[src/rtl/ijx_pkg.sv]
package ijx_pkg;

    typedef enum logic [1:0] {
        VERD_NONE     = 2'd0,
        VERD_CORRECT  = 2'd1,
        VERD_REDIRECT = 2'd2,
        VERD_MISS     = 2'd3
    } verdict_e;

endpackage

[src/rtl/ijx_store.sv]
module ijx_store #(
    parameter int ENTRIES = 64,
    parameter int TAG_W   = 24,
    parameter int TGT_W   = 32,
    localparam int IDX_W  = $clog2(ENTRIES)
) (
    input  logic             clk,
    input  logic             rst_n,
    input  logic             wr_en,
    input  logic [IDX_W-1:0] wr_idx,
    input  logic [TAG_W-1:0] wr_tag,
    input  logic [TGT_W-1:0] wr_tgt,
    input  logic             inv_all,
    input  logic [IDX_W-1:0] rd_idx,
    output logic             rd_valid,
    output logic [TAG_W-1:0] rd_tag,
    output logic [TGT_W-1:0] rd_tgt
);

    logic [ENTRIES-1:0] valid_d, valid_q;
    logic [TAG_W-1:0]   tag_q [ENTRIES];
    logic [TGT_W-1:0]   tgt_q [ENTRIES];

    // Clear first, then install: a write beside inv_all survives.
    always_comb begin
        valid_d = valid_q;
        if (inv_all) valid_d = '0;
        if (wr_en)   valid_d[wr_idx] = 1'b1;
    end

    always_ff @(posedge clk or negedge rst_n) begin
        if (!rst_n) valid_q <= '0;
        else        valid_q <= valid_d;
    end

    // Payload needs no reset; the valid bit guards it.
    always_ff @(posedge clk) begin
        if (wr_en) begin
            tag_q[wr_idx] <= wr_tag;
            tgt_q[wr_idx] <= wr_tgt;
        end
    end

    // Read of the current state: a write this cycle is not yet seen.
    assign rd_valid = valid_q[rd_idx];
    assign rd_tag   = tag_q[rd_idx];
    assign rd_tgt   = tgt_q[rd_idx];

endmodule

[src/rtl/ijx_resolve.sv]
module ijx_resolve
    import ijx_pkg::*;
#(
    parameter int TAG_W = 24,
    parameter int TGT_W = 32
) (
    input  logic             ent_valid,
    input  logic [TAG_W-1:0] ent_tag,
    input  logic [TGT_W-1:0] ent_tgt,
    input  logic [TAG_W-1:0] req_tag,
    input  logic [TGT_W-1:0] pred_addr,
    input  logic [TGT_W-1:0] dispatch_addr,
    output verdict_e         verdict,
    output logic [TGT_W-1:0] target
);

    logic hit;

    always_comb begin
        hit = ent_valid && (ent_tag == req_tag);
        if (!hit) begin
            verdict = VERD_MISS;
            target  = dispatch_addr;
        end else if (ent_tgt == pred_addr) begin
            verdict = VERD_CORRECT;
            target  = pred_addr;
        end else begin
            verdict = VERD_REDIRECT;
            target  = ent_tgt;
        end
    end

endmodule

[src/rtl/ijump_xlate_cache.sv]
module ijump_xlate_cache
    import ijx_pkg::*;
#(
    parameter int SRC_W    = 32,
    parameter int TGT_W    = 32,
    parameter int ENTRIES  = 64,
    parameter int BYTE_OFS = 2
) (
    input  logic             clk,
    input  logic             rst_n,
    input  logic             lk_valid,
    input  logic [SRC_W-1:0] lk_src_addr,
    input  logic [TGT_W-1:0] lk_pred_addr,
    input  logic             wr_en,
    input  logic [SRC_W-1:0] wr_src_addr,
    input  logic [TGT_W-1:0] wr_tgt_addr,
    input  logic             cfg_we,
    input  logic [TGT_W-1:0] cfg_dispatch_addr,
    input  logic             inv_all,
    output logic             res_valid,
    output logic             res_correct,
    output logic             res_redirect,
    output logic             res_miss,
    output logic [TGT_W-1:0] res_target
);

    localparam int IDX_W = $clog2(ENTRIES);
    localparam int IDX_LO = BYTE_OFS;
    localparam int TAG_LO = BYTE_OFS + IDX_W;
    localparam int TAG_W  = SRC_W - TAG_LO;

    typedef struct packed {
        logic             valid;
        verdict_e         verdict;
        logic [TGT_W-1:0] target;
        logic [TGT_W-1:0] dispatch;
    } state_t;

    state_t state_d, state_q;

    logic             ent_valid;
    logic [TAG_W-1:0] ent_tag;
    logic [TGT_W-1:0] ent_tgt;
    verdict_e         rv_verdict;
    logic [TGT_W-1:0] rv_target;

    logic unused_ofs;
    assign unused_ofs = ^{lk_src_addr[IDX_LO-1:0], wr_src_addr[IDX_LO-1:0]};

    ijx_store #(
        .ENTRIES (ENTRIES),
        .TAG_W   (TAG_W),
        .TGT_W   (TGT_W)
    ) u_store (
        .clk      (clk),
        .rst_n    (rst_n),
        .wr_en    (wr_en),
        .wr_idx   (wr_src_addr[TAG_LO-1:IDX_LO]),
        .wr_tag   (wr_src_addr[SRC_W-1:TAG_LO]),
        .wr_tgt   (wr_tgt_addr),
        .inv_all  (inv_all),
        .rd_idx   (lk_src_addr[TAG_LO-1:IDX_LO]),
        .rd_valid (ent_valid),
        .rd_tag   (ent_tag),
        .rd_tgt   (ent_tgt)
    );

    ijx_resolve #(
        .TAG_W (TAG_W),
        .TGT_W (TGT_W)
    ) u_resolve (
        .ent_valid     (ent_valid),
        .ent_tag       (ent_tag),
        .ent_tgt       (ent_tgt),
        .req_tag       (lk_src_addr[SRC_W-1:TAG_LO]),
        .pred_addr     (lk_pred_addr),
        .dispatch_addr (state_q.dispatch),
        .verdict       (rv_verdict),
        .target        (rv_target)
    );

    always_comb begin
        state_d          = state_q;
        state_d.valid    = lk_valid;
        state_d.verdict  = lk_valid ? rv_verdict : VERD_NONE;
        state_d.target   = lk_valid ? rv_target : '0;
        if (cfg_we) state_d.dispatch = cfg_dispatch_addr;
    end

    always_ff @(posedge clk or negedge rst_n) begin
        if (!rst_n) begin
            state_q.valid    <= 1'b0;
            state_q.verdict  <= VERD_NONE;
            state_q.target   <= '0;
            state_q.dispatch <= '0;
        end else begin
            state_q <= state_d;
        end
    end

    assign res_valid    = state_q.valid;
    assign res_correct  = state_q.verdict == VERD_CORRECT;
    assign res_redirect = state_q.verdict == VERD_REDIRECT;
    assign res_miss     = state_q.verdict == VERD_MISS;
    assign res_target   = state_q.target;

endmodule

[config.mk]
export PLATFORM = sky130hd
export DESIGN_NAME = ijump_xlate_cache
export DESIGN_NICKNAME = d
export VERILOG_FILES = /design/src/rtl/ijx_pkg.sv /design/src/rtl/ijx_store.sv /design/src/rtl/ijx_resolve.sv /design/src/rtl/ijump_xlate_cache.sv
export SDC_FILE = /design/constraint.sdc
export NUM_CORES = 2
export LEC_CHECK = 0
export BUFFER_PORTS_ARGS = -buffer_cell sky130_fd_sc_hd__buf_2
export CAP_MARGIN = 40
export CELL_PAD_IN_SITES_DETAIL_PLACEMENT = 1
export CELL_PAD_IN_SITES_GLOBAL_PLACEMENT = 2
export CORE_ASPECT_RATIO = 0.7
export CORE_MARGIN = 2
export CORE_UTILIZATION = 25
export CTS_BUF_LIST = sky130_fd_sc_hd__clkbuf_4 sky130_fd_sc_hd__clkbuf_8
export CTS_CLUSTER_DIAMETER = 200
export DETAILED_ROUTE_END_ITERATION = 10
export PLACE_DENSITY_LB_ADDON = 0.1
export RECOVER_POWER = 100
export SLEW_MARGIN = 20
export SYNTH_ARGS = -nofsm -noshare
export SYNTH_HDL_FRONTEND = slang
export SYNTH_SLANG_ARGS = --single-unit
export TNS_END_PERCENT = 1
[constraint.sdc]
create_clock -name clk -period 6.1 [get_ports clk]
set_input_delay 0.61 -clock clk [delete_from_list [all_inputs] [get_ports clk]]
set_output_delay 0.61 -clock clk [all_outputs]
set_load 0.05 [all_outputs]
==> results <==
- IR analysis of the VDD net gives a maximum drop of 0.226 mV.
- The clock root buffer master is sky130_fd_sc_hd__clkbuf_8.
- The total overflow left after global routing is 0.
- Setup repair after global routing left no endpoint under its margin.
- The number of antenna violations at the first check in global routing is 136.
- The total detailed-routing wirelength is 668 mm.
- The worst slack on hold paths is 0.299 ns.
- The total negative setup slack is 0 ns.
- Counting I/O delays and the setup requirement, the final critical path takes 5.88 ns.
- The H-tree generated during clock tree synthesis spans 6 levels.
- The pin count of the biggest net entering global routing is 81.
- The number of clock sinks is 3715.
- Synthesis produced a netlist with a net count of 7203.
- Leaving out filler cells and counting taps, the final layout contains 16300.
- For the pin with the worst max-slew slack, the measured transition is 5.33 ns.
- The run finished, with violations left.
- Post-CTS repair changed the size of 0 cells.
- Across every metal layer, demand over resource in global routing totals 22.3%.
- For met2 alone, demand over resource in global routing was 34.3%.
- The hold-fix buffer count after cts is 168.
- A synthesized cell averages 20.5 µm².
- The number of rows in the core area is 233.
- The total of flip-flops plus latches after synthesis is 3715.
- Clock-pin slew was measured on the worst setup and hold paths at 0.06 ns.
- The CTS tree is built.
- The number of setup buffers added after CTS is 0.
- The total number of yosys warnings is 0.
- Global routing used 3.73% of the available met3 tracks.
- The routing usage on met1 is 33.5%.
- The number of buffers created by CTS is 623.
- The minimum setup slack in the final design is 0.219 ns.
- The type of the setup path with the least slack is input port to flop.
- The detailed router's first-iteration violation count is 10100.
- The checks that failed: max-capacitance violations, max-slew violations.
- Relative to the synthesized area, the layout overhead comes to 18.0%.
- The standard cell core area is 575000 µm².
- The number of global-route vias before repair is 83600.
- Of the available clock period, the critical path in the final layout requires 96.4%.
- Cells fill 29.6% of the core in the end.
- The overall die area is 583000 µm².
- Summing the sequential cell areas from Yosys gives 76.9% of the chip area.
- In this run the vertical extent of the chip is 639 µm.
- The die width is 912 µm.
- The number of iterations in the first detailed-routing pass is 5.
- The kind of start point of the critical path is an input port.
- The routability congestion estimate is 0.767.
- The cell area that synthesis handed to floorplanning was 144000 µm².
- The largest area contributor in the synthesized netlist is sky130_fd_sc_hd__edfxtp_1.
- Dividing the detail-routed wire length by the instance count gives 41.0 µm.
- The final setup skew is 0.0582 ns.
- The leakage power summed over all cells is 54.3 nW.
- Static timing analysis puts the maximum clock frequency at 0.170 GHz.
- For this configuration, the core starts out at a cell density of 25.1%.
- Timing analysis after detailed placement gives a worst setup slack of -0.210 ns.
- The insertion delay of the later-clocked pin in the worst-skew pair is 1.30 ns.
- After synthesis, the largest area contributor takes up 74.6% of total cell area.
- Counting distinct cell types in the post-synthesis netlist gives 75.
- The number of hold violations in the final report was 0.
- STA puts the critical path data required time at 6.82 ns.
- Across the run, the number of max-cap violations was 201.
- In this run, synthesis inferred 3584 flip-flops with an integrated enable.
- After detailed routing, the number of vias per cell comes to 5.01.
- After synthesis, the cell types taking the most area are sky130_fd_sc_hd__edfxtp_1, sky130_fd_sc_hd__mux4_2, sky130_fd_sc_hd__mux2i_1.
- The fraction of registers with async set or reset after synthesis is 3.53%.
- In this run the tightest slew margin relative to its limit is -255%.
- Summed over all nets, the half-perimeter wirelength after detailed placement is 396 mm.
- The setup-violating endpoint count in the final report is 0.
- For this design the top-level I/O count stands at 202.
- The wire length of the first global-routing pass is 859 mm.
- The number of design rule violations left after detail routing is 0.
- The worst setup path is captured at a flop.
- Of all nets on the critical path, the largest fanout is 29.
- For this design the ratio of total power to cell area is 318 nW/µm².
- Among all flip-flop cells after synthesis, the most frequent one is sky130_fd_sc_hd__edfxtp_1.
- The total placed cells including tap cells is 15000.
- The final-report max-slew violation count is 6137.
- The total vias in the final route is 81700.
- Counting every instance in the synthesized netlist gives 7037.
- The number of port buffers is 197.
- The number of nets with antenna violations after detailed routing is 0.
- Counting along the longest clock path gives a buffer depth of 4.
- In the final layout, the share of cells above drive strength 1 is 26.5%.
- Data arrives at the worst endpoint at 6.60 ns.
- The class of the tightest hold or removal check is input port to flop.
- For this run, the post-layout net count is 8337.
- The most used routing layer is met2.
cell families after synthesis:
group,share of synthesized area [%]
flip-flops,76.9
multiplexers,14.7
AO/OA/AOI/OAI,3.81
AND/OR/NAND/NOR,2.30
buffers and inverters,1.94
XOR/XNOR,0.316
area by class of cell:
class,count,area (µm²)
clock buffers,850,10400
diodes,23,57.6
well taps,7637,9560
repair buffers,951,6810
fillers,58500,405000
flip-flops and latches,3715,111000
multi-input cells,2807,30800
inverters,73,285
clock inverters,244,1370
power by group:
| part | leakage, nW | switching [mW] | internal (mW) | total, mW |
|---|---|---|---|---|
| combinational | 14.2 | 2.59 | 1.14 | 3.73 |
| clock | 6.22 | 10.9 | 11.2 | 22.1 |
| sequential | 34.0 | 0.0602 | 28.2 | 28.3 |
placed cells by master, fill, tap and decap left out, drive strengths merged, types with 122 or more instances in the layout:
| cell type | n |
|---|---|
| edfxtp | 3584 |
| nand3 | 122 |
| mux2i | 537 |
| nand2 | 202 |
| a22oi | 246 |
| buf | 459 |
| a21oi | 122 |
| o22ai | 135 |
| clkbuf | 1174 |
| nor2 | 155 |
| dlygate4sd3 | 167 |
| mux4 | 677 |
| clkinv | 196 |
| dfrtp | 131 |
synthesized netlist by cell type, drive strengths merged, types with 17 or more instances:
master  number
edfxtp    3584
mux4       677
mux2i      537
buf        292
a22oi      246
nand2      202
nor2       155
clkbuf     150
o22ai      135
dfrtp      131
a21oi      122
nand3      122
o21ai       76
inv         72
mux2        52
a31oi       36
nor3        31
nor2b       30
xnor2       30
a221oi      29
nand4       28
xor2        22
o221ai      21
a211oi      18
and3        18
nand2b      18
nor4        17
state kept, by name, indices dropped and copies added (netlist names):
name             cells
u_store.tgt_q     2048
u_store.tag_q     1536
u_store.valid_q     64
state_q             34
res_target          32
res_valid            1
critical path: stages:
cell	delay, ns
sky130_fd_sc_hd__dlygate4sd3_1	0.56
sky130_fd_sc_hd__clkbuf_1	0.21
sky130_fd_sc_hd__nand3b_1	0.21
sky130_fd_sc_hd__dlygate4sd3_1	0.55
sky130_fd_sc_hd__clkbuf_1	0.50
sky130_fd_sc_hd__nor2_1	0.33
sky130_fd_sc_hd__clkbuf_1	3.33
final timing paths:
path                                          to  slack (ns)  cells after the start             startpoint
setup / recovery           u_store.tgt_q[24][22]        0.22                      7         wr_src_addr[7]
hold / removal                     res_target[3]        0.30                      7        lk_src_addr[17]
setup reg to reg                   res_target[7]        0.90                     11  u_store.tag_q[42][11]
hold reg to reg              u_store.valid_q[60]        0.53                      2    u_store.valid_q[60]
max in group asynchronous    u_store.valid_q[38]        1.82                      4                  rst_n
min in group asynchronous    u_store.valid_q[46]        0.74                      4                  rst_n
layer usage:
metal | vias up | part of all wire, %
met2 | 3406 | 44
li1 | 31600 | -
met3 | 719 | 6.8
met1 | 46000 | 47
met5 | - | 0.0061
met4 | 6 | 1.9
per-stage QoR:
step / instance area [µm²] / total power [mW]
2_1_floorplan: 144000 / 30.4
3_3_place_gp: 158000 / 32.4
3_5_place_dp: 160000 / 32.5
4_1_cts: 173000 / 54.9
5_1_grt: 170000 / 56.0
6_report: 170000 / 54.2
No activity file was read; power rests on OpenSTA's default activity.
